**src/rtl/tmr_pkg.sv**
```systemverilog
package tmr_pkg;

    // control word bit positions (decoded by the counter and interrupt logic)
    localparam int CTRL_IE    = 0;
    localparam int CTRL_CONT  = 1;
    localparam int CTRL_START = 2;
    localparam int CTRL_STOP  = 3;

    // status word bit positions
    localparam int STAT_TO  = 0;
    localparam int STAT_RUN = 1;

    typedef enum logic [1:0] {
        RSEL_STATUS = 2'd0,
        RSEL_CTRL   = 2'd1,
        RSEL_PERIOD = 2'd2,
        RSEL_SNAP   = 2'd3
    } rsel_e;

    typedef struct packed {
        logic  wr_status;
        logic  wr_ctrl;
        logic  wr_period;
        logic  wr_snap;
        logic  rd;
        rsel_e rsel;
    } bus_req_t;

endpackage

```
**src/rtl/tmr_bus_dec.sv**
```systemverilog
module tmr_bus_dec
    import tmr_pkg::*;
#(
    parameter int ADDR_W = 4
) (
    input  logic              sel,
    input  logic              we,
    input  logic [ADDR_W-1:0] addr,
    output bus_req_t          req
);
    localparam int IDX_LSB = 2;
    localparam int IDX_MSB = 3;

    logic  hit;
    rsel_e idx;
    logic  unused_lo;

    assign unused_lo = ^addr[IDX_LSB-1:0];
    assign idx       = rsel_e'(addr[IDX_MSB:IDX_LSB]);

    generate
        if (ADDR_W > IDX_MSB + 1) begin : g_wide
            assign hit = sel && (addr[ADDR_W-1:IDX_MSB+1] == '0);
        end else begin : g_exact
            assign hit = sel;
        end
    endgenerate

    always_comb begin
        req           = '0;
        req.rsel      = idx;
        req.rd        = hit && !we;
        req.wr_status = hit && we && (idx == RSEL_STATUS);
        req.wr_ctrl   = hit && we && (idx == RSEL_CTRL);
        req.wr_period = hit && we && (idx == RSEL_PERIOD);
        req.wr_snap   = hit && we && (idx == RSEL_SNAP);
    end

endmodule

```
**src/rtl/tmr_count.sv**
```systemverilog
module tmr_count
    import tmr_pkg::*;
#(
    parameter int WIDTH = 32
) (
    input  logic             clk,
    input  logic             rst_n,
    input  logic             tick,
    input  logic             wr_status,
    input  logic             wr_ctrl,
    input  logic             wr_period,
    input  logic [WIDTH-1:0] wdata,
    input  logic             cont,
    input  logic [WIDTH-1:0] period,
    output logic [WIDTH-1:0] count,
    output logic             running,
    output logic             timeout
);
    localparam logic [WIDTH-1:0] ONE = WIDTH'(1);

    typedef struct packed {
        logic [WIDTH-1:0] count;
        logic             running;
        logic             timeout;
    } cnt_state_t;

    cnt_state_t st_d, st_q;
    logic       expire;

    always_comb begin
        st_d   = st_q;
        expire = st_q.running && tick && (st_q.count <= ONE);

        if (st_q.running && tick) begin
            if (expire) begin
                st_d.timeout = 1'b1;
                if (cont) begin
                    st_d.count = period;
                end else begin
                    st_d.count   = '0;
                    st_d.running = 1'b0;
                end
            end else begin
                st_d.count = st_q.count - ONE;
            end
        end

        // a status write clears the flag unless an expiry sets it this cycle
        if (wr_status && !expire) begin
            st_d.timeout = 1'b0;
        end

        // stop is applied after start
        if (wr_ctrl) begin
            if (wdata[CTRL_START]) st_d.running = 1'b1;
            if (wdata[CTRL_STOP])  st_d.running = 1'b0;
        end

        if (wr_period) begin
            st_d.count = wdata;
        end
    end

    always_ff @(posedge clk or negedge rst_n) begin
        if (!rst_n) st_q <= '0;
        else        st_q <= st_d;
    end

    assign count   = st_q.count;
    assign running = st_q.running;
    assign timeout = st_q.timeout;

    p_decrement_r6: assert property (@(posedge clk) disable iff (!rst_n)
        (running && tick && count > ONE && !wr_period) |=> (count == $past(count) - ONE));

    p_hold_r6: assert property (@(posedge clk) disable iff (!rst_n)
        (!tick && !wr_period) |=> $stable(count));

    p_oneshot_r7: assert property (@(posedge clk) disable iff (!rst_n)
        (running && tick && count <= ONE && !cont && !wr_ctrl && !wr_period)
        |=> (!running && timeout && count == '0));

    p_reload_r8: assert property (@(posedge clk) disable iff (!rst_n)
        (running && tick && count <= ONE && cont && !wr_ctrl && !wr_period)
        |=> (running && timeout && count == $past(period)));

    p_status_clear_r2: assert property (@(posedge clk) disable iff (!rst_n)
        (wr_status && !(running && tick)) |=> !timeout);

    p_period_load_r4: assert property (@(posedge clk) disable iff (!rst_n)
        wr_period |=> (count == $past(wdata)));

    p_stop_wins_r3: assert property (@(posedge clk) disable iff (!rst_n)
        (wr_ctrl && wdata[CTRL_STOP]) |=> !running);

endmodule

```
**src/rtl/tmr_regs.sv**
```systemverilog
module tmr_regs
    import tmr_pkg::*;
#(
    parameter int WIDTH = 32
) (
    input  logic             clk,
    input  logic             rst_n,
    input  bus_req_t         req,
    input  logic [WIDTH-1:0] wdata,
    input  logic [WIDTH-1:0] count,
    input  logic             running,
    input  logic             timeout,
    output logic [WIDTH-1:0] ctrl,
    output logic [WIDTH-1:0] period,
    output logic [WIDTH-1:0] rdata,
    output logic             irq
);
    typedef struct packed {
        logic [WIDTH-1:0] ctrl;
        logic [WIDTH-1:0] period;
        logic [WIDTH-1:0] rdata;
    } reg_state_t;

    reg_state_t       rg_d, rg_q;
    logic [WIDTH-1:0] status_word;

    always_comb begin
        status_word           = '0;
        status_word[STAT_TO]  = timeout;
        status_word[STAT_RUN] = running;
    end

    always_comb begin
        rg_d = rg_q;
        if (req.wr_ctrl)   rg_d.ctrl   = wdata;
        if (req.wr_period) rg_d.period = wdata;
        if (req.rd) begin
            unique case (req.rsel)
                RSEL_STATUS: rg_d.rdata = status_word;
                RSEL_CTRL:   rg_d.rdata = rg_q.ctrl;
                RSEL_PERIOD: rg_d.rdata = rg_q.period;
                RSEL_SNAP:   rg_d.rdata = count;
                default:     rg_d.rdata = '0;
            endcase
        end
    end

    always_ff @(posedge clk or negedge rst_n) begin
        if (!rst_n) rg_q <= '0;
        else        rg_q <= rg_d;
    end

    assign ctrl   = rg_q.ctrl;
    assign period = rg_q.period;
    assign rdata  = rg_q.rdata;
    assign irq    = timeout && rg_q.ctrl[CTRL_IE];

    p_ctrl_store_r3: assert property (@(posedge clk) disable iff (!rst_n)
        req.wr_ctrl |=> (ctrl == $past(wdata)));

    p_rd_latency_r10: assert property (@(posedge clk) disable iff (!rst_n)
        (req.rd && req.rsel == RSEL_SNAP) |=> (rdata == $past(count)));

    p_rd_hold_r10: assert property (@(posedge clk) disable iff (!rst_n)
        !req.rd |=> $stable(rdata));

    p_snap_ignored_r5: assert property (@(posedge clk) disable iff (!rst_n)
        req.wr_snap |=> ($stable(ctrl) && $stable(period)));

endmodule

```
**src/rtl/ivtimer.sv**
```systemverilog
module ivtimer
    import tmr_pkg::*;
#(
    parameter int WIDTH  = 32,
    parameter int ADDR_W = 4
) (
    input  logic              clk,
    input  logic              rst_n,
    input  logic              tick,
    input  logic              bus_sel,
    input  logic              bus_we,
    input  logic [ADDR_W-1:0] bus_addr,
    input  logic [WIDTH-1:0]  bus_wdata,
    output logic [WIDTH-1:0]  rdata,
    output logic              irq
);
    bus_req_t         req;
    logic [WIDTH-1:0] ctrl_w, period_w, count_w;
    logic             running_w, timeout_w;

    tmr_bus_dec #(.ADDR_W(ADDR_W)) u_dec (
        .sel  (bus_sel),
        .we   (bus_we),
        .addr (bus_addr),
        .req  (req)
    );

    tmr_count #(.WIDTH(WIDTH)) u_count (
        .clk       (clk),
        .rst_n     (rst_n),
        .tick      (tick),
        .wr_status (req.wr_status),
        .wr_ctrl   (req.wr_ctrl),
        .wr_period (req.wr_period),
        .wdata     (bus_wdata),
        .cont      (ctrl_w[CTRL_CONT]),
        .period    (period_w),
        .count     (count_w),
        .running   (running_w),
        .timeout   (timeout_w)
    );

    tmr_regs #(.WIDTH(WIDTH)) u_regs (
        .clk     (clk),
        .rst_n   (rst_n),
        .req     (req),
        .wdata   (bus_wdata),
        .count   (count_w),
        .running (running_w),
        .timeout (timeout_w),
        .ctrl    (ctrl_w),
        .period  (period_w),
        .rdata   (rdata),
        .irq     (irq)
    );

    p_irq_needs_flag_r9: assert property (@(posedge clk) disable iff (!rst_n)
        irq |-> (timeout_w && ctrl_w[CTRL_IE]));

    p_irq_drop_r9: assert property (@(posedge clk) disable iff (!rst_n)
        (req.wr_status && !running_w) |=> !irq);

endmodule

```
**config.mk**
```make
export PLATFORM = sky130hd
export DESIGN_NAME = ivtimer
export DESIGN_NICKNAME = d
export VERILOG_FILES = /design/src/rtl/tmr_pkg.sv /design/src/rtl/tmr_bus_dec.sv /design/src/rtl/tmr_count.sv /design/src/rtl/tmr_regs.sv /design/src/rtl/ivtimer.sv
export SDC_FILE = /design/constraint.sdc
export NUM_CORES = 1
export LEC_CHECK = 0
export BUFFER_PORTS_ARGS = -buffer_cell sky130_fd_sc_hd__buf_4
export CORE_MARGIN = 1
export CORE_UTILIZATION = 40
export CTS_CLUSTER_SIZE = 16
export DETAILED_ROUTE_END_ITERATION = 8
export PLACE_DENSITY_LB_ADDON = 0.25
export SETUP_SLACK_MARGIN = 0.05
export SLEW_MARGIN = 20
export SYNTH_ARGS = -nofsm -noshare
export SYNTH_HDL_FRONTEND = slang
export SYNTH_SLANG_ARGS = --single-unit
export TNS_END_PERCENT = 5
```
**constraint.sdc**
```tcl
create_clock -name clk -period 3.2 [get_ports clk]
set_clock_uncertainty 0.15 [all_clocks]
set_input_delay 0.16 -clock clk [delete_from_list [all_inputs] [get_ports clk]]
set_output_delay 0.16 -clock clk [all_outputs]
set_load 0.01 [all_outputs]
```
==> results by stage <==
Routing:
- The per-cell routed wire length is 17.0 microns.
- The first-pass iteration count of the detailed router is 5.
- The remaining antenna violation count is 0.
- The total length of routed wires is 18.6 mm.
- The violation count after the first detailed-route iteration is 585.
- In the routed design, unresolved DRC markers number 0.
- In the routed layout, each cell is associated on average with a via count of 5.44.
- For this block, the via count after detailed routing is 5945.

Timing:
- Setup repair after global routing left no endpoint under its margin.
- Setup violations remaining at the end of the flow were counted as 0.
- The clock period minus final worst setup slack is 2.84 ns.
- The tightest slew margin relative to the limit is 31.8%.
- The worst path uses 88.6% of the clock period.
- Hold is met by 0.175 ns.
- The number of pins exceeding their max-slew limit in the final report was 0.
- The peak clock frequency supported by timing is 353 MHz.
- The total negative slack is 0 ns.
- Setup slack on the critical path of the routed design comes to 0.365 ns.
- The transition time at the pin with the least slew margin is 1.02 ns.
- The final hold violation count came to 0.

Synthesis:
- The total nets after synthesis is 808.
- Synthesis instantiated 58 different standard cells from the library.
- By count the netlist is led by nand2_1, dfrtp_1, o21ai_0.
- In this run the mean area of a mapped cell was 8.91 sq um.
- The portion of synthesized cell area occupied by the leading cell type is 47.7%.
- Counting flops and latches in the post-synthesis netlist gives 130.
- By area the synthesized netlist is led by dfrtp_1, nand2_1, mux2_2.
- Yosys mapped a number of flops with a built-in enable equal to 0.
- For this run, the leading register cell type out of synthesis is dfrtp_1.
- In the post-synthesis netlist, the cell with the most instances is nand2_1.
- The Yosys step of the flow raised 0 warnings.
- Synthesis produced a netlist whose cell count is 765.
- The mapped cell area is 6820 sq um.
- The largest total area in the synthesized netlist belongs to dfrtp_1.
- Counting flops with an async set or reset pin after synthesis yields a share of 100%.
- The fraction of the yosys area taken by sequential cells is 47.7%.

Place:
- The placement-stage worst setup slack is 0.392 ns.
- Buffers placed on the I/O ports in this run total 71.
- The placed instances occupy a cell area of 7620 sq um.
- The detailed placer's ending HPWL is 12.2 mm.
- The congestion estimate from routability-driven global placement came to 0.843.

Critical path:
- STA classifies the critical path endpoint as a flop.
- The required time of the critical path is 3.36 ns.
- Data on the critical path arrives at its endpoint at 2.99 ns.
- STA classifies the critical path startpoint as a flop.
- The setup path with the least slack is of type reg2reg.
- The highest net fanout along the worst path is 15.

Global routing:
- The first-pass GRT wire length is 30.9 mm.
- The aggregate global routing overflow is 0.
- The maximum number of pins on one net before global-route repair is 102.
- In the global route stage, overall resource usage came out at 22.3%.
- The initial antenna violation count is 0.
- The number of global-route vias before repair was 5837.

Pwr:
- The power density over cell area is 621 nW/um^2.
- Internal power comes to 3.61 mW.
- The share of total power dissipated in combinational logic is 23.7%.
- The register share of total power is 44.0%.
- The maximum vdd drop is 0.392 mV.
- For this design the static power due to leakage is 3.94 nW.
- For this design the total switching power over the nets is 1.67 mW.
- The switching portion of total power is 31.6%.
- In this run, the clock network consumes 32.3% of the power.

Flow run:
- The tool flagged a number of max-cap violations equal to 0.

Finish:
- In the final layout, the share of cells above drive strength 1 is 19.6%.
- The final instance area is 8490 sq um.
- The number of antenna diodes in the final layout is 0.
- The final-stage net count is 905.
- Relative to the synthesized area, the layout overhead comes to 24.5%.

Clock network:
- TritonCTS built the clock tree.
- After clock tree synthesis, the clock-pin slew on the worst setup and hold paths is 0.06 ns.
- For this design, the sink count on the clock tree is 130.
- The clock reaches the later pin of the worst-skew pair after 0.43 ns.
- The root buffer cell chosen for the clock tree is clkbuf_16.
- TritonCTS created 17 clock buffers.
- The H-tree generated during clock tree synthesis spans 4 levels.
- The maximum buffer depth of the clock tree is 2.

Run status:
- The flow ran to the end, and the final reports show no timing, DRC or antenna violations.

Floorplan:
- The floorplan core area is 16600 sq um.
- The area enclosed by the die boundary is 17600 sq um.
- The total I/O pin count is 74.
- For this configuration, the core starts out at a cell density of 41.0%.
- The die width is 133 microns.
- The chip height is 133 microns.
- The number of rows in the core area is 47.

Worst hold path:
- The min-delay analysis places its worst path in the category in2reg.
-- final timing paths --
check | from | endpoint | slack, ns | depth (start not counted)
min in group asynchronous | rst_n | u_regs.rdata[28]$_DFFE_PN0P_ | 0.26 | 2
max reg2reg | u_count.count[3]$_DFFE_PN0P_ | u_count.count[18]$_DFFE_PN0P_ | 0.36 | 6
min reg2reg | u_regs.ctrl[9]$_DFFE_PN0P_ | u_regs.ctrl[9]$_DFFE_PN0P_ | 0.32 | 2
max | u_count.count[3]$_DFFE_PN0P_ | u_count.count[18]$_DFFE_PN0P_ | 0.36 | 6
max in group asynchronous | rst_n | u_count.count[1]$_DFFE_PN0P_ | 1.75 | 3
min | bus_addr[3] | u_regs.rdata[5]$_DFFE_PN0P_ | 0.18 | 3
-- sequential cells by signal (all words and copies together), names as in the netlist --
| signal | count |
|---|---|
| u_regs.rdata | 32 |
| u_count.timeout | 1 |
| u_count.running | 1 |
| u_count.count | 32 |
| u_regs.ctrl | 32 |
| u_regs.period | 32 |
-- power by group through the flow --
stage,Combinational (mW),Sequential (mW),Clock [mW]
floorplan,0.827,2.25,0
global placement,1.20,2.33,0
detailed placement,1.21,2.35,0
CTS,1.26,2.32,1.74
global route,1.39,2.38,1.80
finish,1.25,2.32,1.70
-- logic make-up after synthesis --
family,share of synthesized area (%)
adders and majority gates,0.367
DFF,47.7
muxes,7.36
AOI/OAI and AO/OA,15.8
and+or+nand+nor,23.9
xor gates and xnor gates,1.28
buffers and inverters,3.60
-- layout by cell type, fill, tap and decap left out, types with 6 or more instances in the layout --
master           n
nor4_1           7
nand4_1         10
mux2_2          37
a21oi_1         10
clkbuf_16       17
dfrtp_1        130
or3_1            6
a211o_1          9
a21boi_0         9
o211ai_1        12
or4_1            6
o31ai_1          6
inv_1            6
nor2_1          18
o21ai_0         42
nand2_1        262
dlygate4sd3_1   36
and2_1           9
nor3_1          16
a22oi_1         32
buf_4           95
-- stage by stage --
| stage | util (%) | power [mW] | instances |
|---|---|---|---|
| CTS | 51.0 | 5.31 | 1092 |
| detailed placement | 45.8 | 3.56 | 1027 |
| global route | 51.0 | 5.57 | 1092 |
| floorplan | - | 3.07 | 765 |
| global placement | 45.8 | 3.53 | 1027 |
| finish | 51.0 | 5.27 | 1092 |
-- critical path, stage by stage, from the launching register on --
cell and delay [ns]:
dfrtp_1 0.44, or4_1 0.57, nor4b_1 0.53, and3_1 0.40, buf_4 0.29, nor4_1 0.10, a211o_1 0.23
-- routing by layer --
metal | track usage (%) | vias to the layer above | routed length, microns
met1 | 31.1 | 2876 | 8810
li1 | - | 2890 | -
met4 | 7.22 | 0 | 259
met3 | 4.06 | 23 | 836
met5 | 0 | - | 0
met2 | 35.0 | 156 | 8660
-- timing repair --
item | CTS | global route
hold endpoints to repair | 194 | 0
hold buffers | 36 | 0
setup buffers | 0 | 0
resized for setup | 0 | 0
-- cell type report --
| class | count | area [sq um] |
|---|---|---|
| Timing Repair Buffer | 133 | 1100 |
| Tap cell | 220 | 275 |
| Sequential cell | 130 | 3250 |
| Multi-Input combinational cell | 574 | 3330 |
| Clock inverter | 6 | 35.0 |
| Inverter | 6 | 22.5 |
| Fill cell | 1556 | 8150 |
| Clock buffer | 23 | 468 |
Note: power is estimated with default switching activity, not from simulation.
